$ cat config.mk
export PLATFORM = sky130hd
export DESIGN_NAME = spec_branch_ctrl
export DESIGN_NICKNAME = d
export VERILOG_FILES = /design/src/rtl/sbp_pkg.sv /design/src/rtl/sbp_policy.sv /design/src/rtl/sbp_tracker.sv /design/src/rtl/sbp_write_gate.sv /design/src/rtl/spec_branch_ctrl.sv
export SDC_FILE = /design/constraint.sdc
export NUM_CORES = 1
export LEC_CHECK = 0
export ABC_CLOCK_PERIOD_IN_PS = 6000
export BUFFER_PORTS_ARGS = -buffer_cell sky130_fd_sc_hd__buf_2
export CORE_MARGIN = 2
export CORE_UTILIZATION = 56
export CTS_CLUSTER_SIZE = 8
export DETAILED_ROUTE_END_ITERATION = 6
export GPL_TIMING_DRIVEN = 0
export PLACE_DENSITY_LB_ADDON = 0.2
export SYNTH_ARGS = -nofsm -noshare
export SYNTH_HDL_FRONTEND = slang
export SYNTH_SLANG_ARGS = --single-unit
export TNS_END_PERCENT = 100
$ cat constraint.sdc
create_clock -name clk -period 6 [get_ports clk]
set_clock_uncertainty 0.05 [all_clocks]
set_input_delay 1.2 -clock clk [delete_from_list [all_inputs] [get_ports clk]]
set_output_delay 1.2 -clock clk [all_outputs]
set_load 0.005 [all_outputs]
$ cat src/rtl/sbp_pkg.sv
package sbp_pkg;
  typedef enum logic [1:0] {
    POL_NOTTAKEN  = 2'd0,
    POL_DIRECTION = 2'd1,
    POL_HINT      = 2'd2,
    POL_RSVD      = 2'd3
  } policy_e;
endpackage

$ cat src/rtl/sbp_policy.sv
// Combinational static direction choice; no state, so the same inputs always give the same answer.
module sbp_policy #(
  parameter int AW = 32
) (
  input  logic [1:0]    mode,
  input  logic [AW-1:0] pc,
  input  logic [AW-1:0] target,
  input  logic          hint,
  output logic          take
);
  import sbp_pkg::*;
  policy_e pol;
  assign pol = policy_e'(mode);

  always_comb begin
    case (pol)
      POL_DIRECTION: take = (target < pc);   // backward branch -> taken
      POL_HINT:      take = hint;
      default:       take = 1'b0;            // not-taken and reserved code
    endcase
  end
endmodule

$ cat src/rtl/sbp_tracker.sv
// Holds the single in-flight branch, the alternate path and the flush pulse.
module sbp_tracker #(
  parameter int AW         = 32,
  parameter int INST_BYTES = 4
) (
  input  logic          clk,
  input  logic          rst,
  input  logic          br_req,
  input  logic          take,
  input  logic [AW-1:0] pc,
  input  logic [AW-1:0] target,
  input  logic          exe_resolve,
  input  logic          exe_taken,
  output logic          dec_stall,
  output logic          pred_valid,
  output logic          pred_taken,
  output logic [AW-1:0] next_pc,
  output logic          spec_tag,
  output logic          flush,
  output logic [AW-1:0] redirect_pc
);
  localparam logic [AW-1:0] STEP = AW'(INST_BYTES);

  logic          busy_q, flush_q, pvalid_q, ptaken_q;
  logic [AW-1:0] npc_q, alt_q, redir_q;
  logic [AW-1:0] seq_pc;
  logic          accept;

  assign seq_pc    = pc + STEP;
  assign accept    = br_req & ~busy_q & ~flush_q;
  assign dec_stall = br_req & busy_q;

  always_ff @(posedge clk) begin
    if (rst) begin
      busy_q   <= 1'b0;
      flush_q  <= 1'b0;
      pvalid_q <= 1'b0;
      ptaken_q <= 1'b0;
      npc_q    <= '0;
      alt_q    <= '0;
      redir_q  <= '0;
    end else begin
      pvalid_q <= accept;
      flush_q  <= 1'b0;
      if (accept) begin
        busy_q   <= 1'b1;
        ptaken_q <= take;
        npc_q    <= take ? target : seq_pc;
        alt_q    <= take ? seq_pc : target;
      end else if (busy_q && exe_resolve) begin
        busy_q <= 1'b0;
        if (exe_taken != ptaken_q) begin
          flush_q <= 1'b1;
          redir_q <= alt_q;
        end
      end
    end
  end

  assign pred_valid  = pvalid_q;
  assign pred_taken  = ptaken_q;
  assign next_pc     = npc_q;
  assign spec_tag    = busy_q;
  assign flush       = flush_q;
  assign redirect_pc = redir_q;

  p_flush_after_resolve_r6: assert property (@(posedge clk) disable iff (rst)
    flush_q |-> $past(busy_q && exe_resolve));
  p_flush_single_r6: assert property (@(posedge clk) disable iff (rst)
    flush_q |=> !flush_q);
  p_tag_holds_r5: assert property (@(posedge clk) disable iff (rst)
    (busy_q && !exe_resolve) |=> busy_q);
  p_idle_no_flush_r10: assert property (@(posedge clk) disable iff (rst)
    !busy_q |=> !flush_q);
endmodule

$ cat src/rtl/sbp_write_gate.sv
// Blocks architectural writes from tagged instructions until the branch is confirmed.
module sbp_write_gate (
  input  logic spec_active,
  input  logic wrong_path,
  input  logic wb_rf_req,
  input  logic wb_mem_req,
  input  logic wb_spec,
  output logic rf_we,
  output logic mem_we
);
  logic block;
  assign block  = wb_spec & (spec_active | wrong_path);
  assign rf_we  = wb_rf_req & ~block;
  assign mem_we = wb_mem_req & ~block;
endmodule

$ cat src/rtl/spec_branch_ctrl.sv
module spec_branch_ctrl #(
  parameter int AW         = 32,
  parameter int INST_BYTES = 4
) (
  input  logic          clk,
  input  logic          rst,
  input  logic [1:0]    mode,
  input  logic          dec_valid,
  input  logic          dec_is_branch,
  input  logic [AW-1:0] dec_pc,
  input  logic [AW-1:0] dec_target,
  input  logic          dec_hint,
  output logic          dec_stall,
  output logic          pred_valid,
  output logic          pred_taken,
  output logic [AW-1:0] next_pc,
  output logic          spec_tag,
  input  logic          exe_resolve,
  input  logic          exe_taken,
  output logic          flush,
  output logic [AW-1:0] redirect_pc,
  input  logic          wb_rf_req,
  input  logic          wb_mem_req,
  input  logic          wb_spec,
  output logic          rf_we,
  output logic          mem_we
);
  logic take;

  sbp_policy #(.AW(AW)) u_policy (
    .mode(mode), .pc(dec_pc), .target(dec_target), .hint(dec_hint), .take(take)
  );

  sbp_tracker #(.AW(AW), .INST_BYTES(INST_BYTES)) u_tracker (
    .clk(clk), .rst(rst), .br_req(dec_valid & dec_is_branch), .take(take),
    .pc(dec_pc), .target(dec_target), .exe_resolve(exe_resolve), .exe_taken(exe_taken),
    .dec_stall(dec_stall), .pred_valid(pred_valid), .pred_taken(pred_taken),
    .next_pc(next_pc), .spec_tag(spec_tag), .flush(flush), .redirect_pc(redirect_pc)
  );

  sbp_write_gate u_gate (
    .spec_active(spec_tag), .wrong_path(flush), .wb_rf_req(wb_rf_req),
    .wb_mem_req(wb_mem_req), .wb_spec(wb_spec), .rf_we(rf_we), .mem_we(mem_we)
  );

  p_tagged_write_blocked_r9: assert property (@(posedge clk) disable iff (rst)
    (wb_spec && spec_tag) |-> !(rf_we || mem_we));
  p_untagged_passes_r9: assert property (@(posedge clk) disable iff (rst)
    (!wb_spec && wb_rf_req) |-> rf_we);
  p_nottaken_mode_r2: assert property (@(posedge clk) disable iff (rst)
    (pred_valid && $past(mode) == 2'd0) |-> !pred_taken);
endmodule

==> qor.yml, run 1 <==
outcome:
  status: "finished, final reports clean"
synth:
  synthSimpleGateAreaFrac_pct: 19.4
  muxShareOfSynthArea_pct: 0
  yosys_warnings: 0
  synth_cells: 633
  netlist_area_um2: 5110
  syn-num-nets: 743
  yosysUniqueCellTypes: 35
  synth_top_family_by_area: "compound AO/OA/AOI/OAI gates"
  synth.top_cells.by_area: "dfxtp_1 39%, ha_1 8.3%, a21oi_1 7.8%, nand2_1 7.8%, nor2_1 5.4%"
  synth_compound_area_share_pct: 21.7
  yosysTopAreaCell: "dfxtp_1"
  yosysSeqAreaShare_pct: 39.2
  syn-mean-instance-area_um2: 8.07
  synth_top_cell_area_share_pct: 39.2
  synthAdderAreaFrac_pct: 8.33
  ys_ff_latch: 100
  yosys.area_share.xor_xnor_pct: 4.97
critical_path:
  path_cells: "buf_2 > inv_1 > ha_1 > nand4_1 > or4_1 > o32a_1 > a21oi_1 > o21ai_0 > clkbuf_1 > o221a_2"
  critical_path.reg2reg.endpoint: "u_tracker.next_pc[27]$_SDFFE_PP0P_"
  slowest_stage: "or4_1"
  startpoint: "dec_pc[10]"
  cp-start-kind: "input pin"
  cp_data_arrival_time_ns: 3.80
  timing.rr.start: "u_tracker.spec_tag$_SDFFE_PP0P_"
  cpPeakStageDelay_ns: 0.52
  r2r_slack_ns: 3.54
  worstSetupPathType: "input pin to register"
  r2r_cells: 7
  required_ns: 6.21
  worstPathMaxFanout: 10
  cp-end-kind: "register"
placed_design:
  io_buffers: 145
  globalplace.congestion: 0.989
  pre_cts_slack_ns: 2.09
  dp.final_hpwl_um: 13100
  dpl_cell_area_um2: 5970
routing:
  final_antenna_net_count: 0
  vias: 5351
  drt_iter0_markers: 436
  wl_per_cell_um: 18.2
  first_pass_iters: 6
  viasPerCell: 5.94
  wirelength_um: 16400
  drc: 0
sta:
  fmax_ghz: 0.279
  hold_violations: 0
  tns_ns: 0
  period_needed_ns: 3.58
  setup_viol_count_final: 0
  period_share_pct: 59.7
  worstMarginPinSlew_ns: 1.17
  fin_ws_ns: 2.42
  maxSlewViolCount: 0
  hold_slack_ns: 0.406
  rsz0062_at_grt: "no"
  slew_headroom_pct: 21.5
power_and_ir_drop:
  netSwitchingFraction_pct: 31.3
  share_comb_of_total_power_pct: 17.9
  powerDensity_nw_per_um2: 226
  p_sw_mw: 0.435
  ir_drop_mv: 0.157
  p_leak_nw: 2.74
  intPower_mw: 0.954
  clockPowerShare_pct: 30.7
  p_seq_share_pct: 51.4
hold_path:
  hold_end: "u_tracker.redirect_pc[30]$_SDFFE_PP0P_"
  hp-class: "register to register"
  hold_depth: 2
  hold_start: "u_tracker.redirect_pc[30]$_SDFFE_PP0P_"
floorplanning:
  std_cell_rows: 34
  die_h_um: 99.5
  start_util_pct: 58.0
  ioPinCount: 147
  fp.dieArea_um2: 9910
  coreArea_um2: 8810
  die_w_um: 99.5
cells_and_area:
  diodes: 0
  fin_nets: 899
  area_delta_synth_final_pct: 20.4
  design_area_um2: 6150
  drive_above_1_share_pct: 23.6
clocking:
  clockRootBuffer: "clkbuf_8"
  htreeDepth: 3
  hold_buffers: 0
  clock_sinks: 100
  clockBufferDepth: 2
  worstSkewPairLatency_ns: 0.37
  numCtsBuffers: 9
  clk_pin_slew_ns: 0.10
  post-cts-setup-buffer-count: 0
  ctsResizeCount: 0
  cts_tree: "built"
global_route:
  grt_util_all_layers_pct: 32.7
  grt_max_degree: 19
  grt-ovfl-total: 0
  antenna_found_initial: 0
  grt_pass1_vias: 4883
  grt_first_pass_wirelength_um: 25200
job:
  max-cap-violations: 0
==> state kept, by name, indices dropped and copies added, names as in the netlist <==
signal                 count
u_tracker.spec_tag         1
u_tracker.flush            1
u_tracker.pred_valid       1
u_tracker.redirect_pc     32
u_tracker.alt_q           32
u_tracker.next_pc         32
u_tracker.pred_taken       1
==> cell type report <==
cell class	count	area, µm²
plain buffers	40	194
clock buffers	9	124
clock inverters	6	57.6
fillers	775	2650
inverters	35	131
multi-input cells	458	2780
flip-flops and latches	100	2000
well taps	108	135
repair buffers	145	726
==> placed cells by master, fill, tap and decap left out, types with 3 or more instances in the layout <==
master | Yosys | routed
a2bb2oi_1 | 9 | 9
o21ai_0 | 17 | 17
a222oi_1 | 20 | 20
buf_2 | 5 | 150
a21oi_1 | 80 | 80
nand3_1 | 14 | 14
nand2_1 | 106 | 106
and3_1 | 5 | 5
nor2_1 | 73 | 73
nor3_1 | 10 | 10
buf_4 | 4 | 4
buf_6 | 3 | 3
dfxtp_1 | 100 | 100
nand4_1 | 13 | 13
o21a_1 | 3 | 3
ha_1 | 34 | 34
nand2b_1 | 3 | 3
xnor2_1 | 27 | 27
inv_1 | 35 | 35
clkbuf_8 | 0 | 9
and2_1 | 3 | 3
o221a_2 | 12 | 12
clkbuf_1 | 27 | 27
a22oi_1 | 15 | 15
==> power groups by stage <==
stage | clock [mW] | sequential, mW | combinational, mW
after floorplan | 0 | 0.723 | 0.140
after global placement | 0 | 0.726 | 0.238
after detailed placement | 0 | 0.727 | 0.243
after CTS | 0.427 | 0.712 | 0.244
after global routing | 0.454 | 0.716 | 0.273
final | 0.427 | 0.714 | 0.249
==> synth_stat cells <==
library cell	number
nand2b_1	3
o32a_1	1
a221oi_1	1
clkbuf_1	27
buf_6	3
a2111oi_4	1
a31oi_1	1
o221a_2	12
nand3_1	14
nand4_1	13
xor2_1	2
dfxtp_1	100
buf_4	4
a221oi_2	1
a2111oi_0	1
and2_1	3
a2bb2oi_1	9
and4_1	2
nor3_1	10
ha_1	34
buf_2	5
o21a_1	3
nor2_1	73
a21oi_1	80
o21ai_0	17
inv_1	35
and3_1	5
a22oi_1	15
xnor2_1	27
buf_1	1
a222oi_1	20
nand2_1	106
nor4_1	2
or4_1	1
and4bb_2	1
==> stage by stage <==
stage / power, mW / util [%] / instances
finish: 1.39 / 69.9 / 901
global route: 1.44 / 69.9 / 901
CTS: 1.38 / 69.9 / 901
detailed placement: 0.970 / 67.8 / 886
global placement: 0.964 / 67.8 / 886
floorplan: 0.863 / - / 633
==> per-layer routing <==
metal,part of all wire (%),track usage [%]
met5,0,0
met4,2.0,7.69
met3,10,5.20
met2,43,48.5
met1,45,49.8
==> logic make-up after synthesis <==
| logic type | count (synthesis) |
|---|---|
| and+or+nand+nor | 233 |
| AOI/OAI and AO/OA | 162 |
| DFF | 100 |
| buffers and inverters | 75 |
| adders and majority gates | 34 |
| xor gates and xnor gates | 29 |
==> worst max-delay path, delay by kind of cell <==
kind / cells / cell delay (ns)
compound gates: 4 / 1.12
buf+inv: 3 / 0.52
fa+ha+maj: 1 / 0.30
simple gates: 2 / 0.66
==> how the worst max path moves through the flow <==
stage                                              end  slack (ns)  cells after the start
floorplan              u_tracker.alt_q[1]$_SDFFE_PP0P_        2.53                     10
global placement     u_tracker.next_pc[4]$_SDFFE_PP0P_        2.13                     11
detailed placement    u_tracker.alt_q[23]$_SDFFE_PP0P_        2.09                     10
CTS                   u_tracker.alt_q[23]$_SDFFE_PP0P_        2.47                     10
global route        u_tracker.next_pc[27]$_SDFFE_PP0P_        2.25                     11
finish                u_tracker.alt_q[23]$_SDFFE_PP0P_        2.42                     10
Power figures use the tool's default switching activity.
==> inputs of run 2 (changes only) <==
Settings changed: ABC_CLOCK_PERIOD_IN_PS 6000 to 3500, CORE_UTILIZATION 56 to 52.
Clock period 6 ns to 3.5 ns, I/O delays scaled along.
==> qor.yml, run 2 (synthesized netlist as in run 1, its figures left out) <==
cells_and_area:
  area_delta_synth_final_pct: 21.3
  diodes: 0  # unchanged
  stdcell_count: 926  # +2.8%
  multiInputGateArea_um2: 2780  # unchanged
  drive_above_1_share_pct: 23.6  # unchanged
  regArea_um2: 2000  # unchanged
  final_cell_mix: "150 x buf_2, 106 x nand2_1, 100 x dfxtp_1"
  nFillCells: 907  # +17%
  final_common_cell: "buf_2"
  fin_nets: 899  # unchanged
  fin_util_pct: 64.3  # -5.6 points
routing:
  drc: 0  # unchanged
  first_pass_iters: 6  # unchanged
  vias: 5227  # -2.3%
  wl_per_cell_um: 18.2  # -0.46%
  drt_iter0_markers: 369  # -15%
  viasPerCell: 5.64  # -5.0%
  final_antenna_net_count: 0  # unchanged
  wirelength_um: 16800  # +2.3%
clocking:
  worstSkewPairLatency_ns: 0.38  # about the same
  cts_tree: "built"
  post-cts-setup-buffer-count: 0  # unchanged
  clockRootBuffer: "clkbuf_8"
  htreeDepth: 3  # unchanged
  clockBufferDepth: 2  # unchanged
  clk_pin_slew_ns: 0.10  # about the same
  numCtsBuffers: 9  # unchanged
  hold_buffers: 0  # unchanged
  ctsResizeCount: 0  # unchanged
  clock_sinks: 100  # unchanged
placed_design:
  io_buffers: 145  # unchanged
  globalplace.congestion: 0.941  # -4.8%
  pre_cts_slack_ns: 0.0674  # -2.02 ns
  dp_cells: 911  # +2.8%
  dp.final_hpwl_um: 13500  # +2.9%
power_and_ir_drop:
  p_total_mw: 2.41  # +74%
  p_leak_nw: 2.74  # about the same
  ir_drop_mv: 0.216  # +38%
  powerDensity_nw_per_um2: 389  # +72%
sta:
  period_share_pct: 88.4
  setup_viol_count_final: 0  # unchanged
  tns_ns: 0  # unchanged
  worstMarginPinSlew_ns: 1.15  # -0.0118 ns
  maxSlewViolCount: 0  # unchanged
  slew_headroom_pct: 22.3  # +0.80 points
  rsz0062_at_grt: "no"
  fmax_ghz: 0.323
  period_needed_ns: 3.09
  hold_violations: 0  # unchanged
  fin_ws_ns: 0.408  # -2.01 ns
hold_path:
  hold_depth: 2  # unchanged
  hp-class: "register to register"
  hold_start: "u_tracker.redirect_pc[26]$_SDFFE_PP0P_"
critical_path:
  cp-start-kind: "input pin"
  timing.rr.start: "u_tracker.spec_tag$_SDFFE_PP0P_"
  r2r_cells: 7  # unchanged
  required_ns: 3.70  # -2.51 ns
  startpoint: "dec_pc[15]"
  worstSetupPathType: "input pin to register"
  cp_data_arrival_time_ns: 3.30  # -0.50 ns
  cp-end-kind: "register"
  worstPathMaxFanout: 10  # unchanged
floorplanning:
  start_util_pct: 53.0  # -5.0 points
  coreArea_um2: 9640  # +9.5%
  ioPinCount: 147  # unchanged
  die_h_um: 103  # +3.6%
  std_cell_rows: 36  # +5.9%
  die_w_um: 103  # +3.6%
  fp.dieArea_um2: 10600  # +7.4%
global_route:
  antenna_found_initial: 0  # unchanged
  grt_max_degree: 18  # -1
  grt_util_all_layers_pct: 31.8  # -0.90 points
  grt-ovfl-total: 0  # unchanged
  grt_pass1_vias: 4843  # -0.82%
  grt_first_pass_wirelength_um: 25300  # +0.35%
job:
  max-cap-violations: 0  # unchanged
outcome:
  status: "finished, final reports clean"
[run 2: cell types whose count changed in the layout (fill, tap and decap cells not counted)]
cell | before | now
bufinv_16 | 0 | 1
clkinv_4 | 2 | 1
clkinvlp_4 | 0 | 2
inv_8 | 2 | 0
[run 2: power by group]
| part | internal [mW] | total [mW] | switching (mW) |
|---|---|---|---|
| Clock | 0.333 | 0.765 | 0.432 |
| Combinational | 0.174 | 0.424 | 0.250 |
| Sequential | 1.19 | 1.22 | 0.0362 |
[run 2: worst paths after layout]
kind | endpoint | slack (ns)
worst max-delay path | u_tracker.alt_q[1]$_SDFFE_PP0P_ | 0.41
worst min-delay path | u_tracker.redirect_pc[26]$_SDFFE_PP0P_ | 0.41
worst min register to register | u_tracker.redirect_pc[26]$_SDFFE_PP0P_ | 0.41
worst max register to register | u_tracker.next_pc[16]$_SDFFE_PP0P_ | 1.07
[run 2: area by class of cell]
cell class | instances | area share [%]
Buffer | 40 | 3.13
Clock buffer | 9 | 2.00
Clock inverter | 6 | 1.15
Inverter | 35 | 2.12
Multi-Input combinational cell | 458 | 44.9
Sequential cell | 100 | 32.3
Tap cell | 133 | 2.69
Timing Repair Buffer | 145 | 11.7
[run 2: worst max-delay path, stage by stage]
cell,delay (ns)
buf_2,0.13
inv_1,0.07
ha_1,0.32
nand4_1,0.14
or4_1,0.54
o32a_1,0.34
a221oi_2,0.31
a2111oi_4,0.15
buf_6,0.21
a222oi_1,0.30
nor2_1,0.08
[run 2: stage by stage]
stage	hold slack, ns	area (µm²)
floorplan	0.381	5110
global placement	0.390	6000
detailed placement	0.394	6000
CTS	0.408	6200
global route	0.427	6200
finish	0.408	6200
[run 2: layer usage]
metal | track usage [%] | wire (µm) | vias up
li1 | - | - | 2549
met1 | 44.9 | 7490 | 2417
met2 | 49.5 | 7370 | 240
met3 | 5.29 | 1660 | 21
met4 | 10.7 | 291 | 0
met5 | 0 | 0 | -
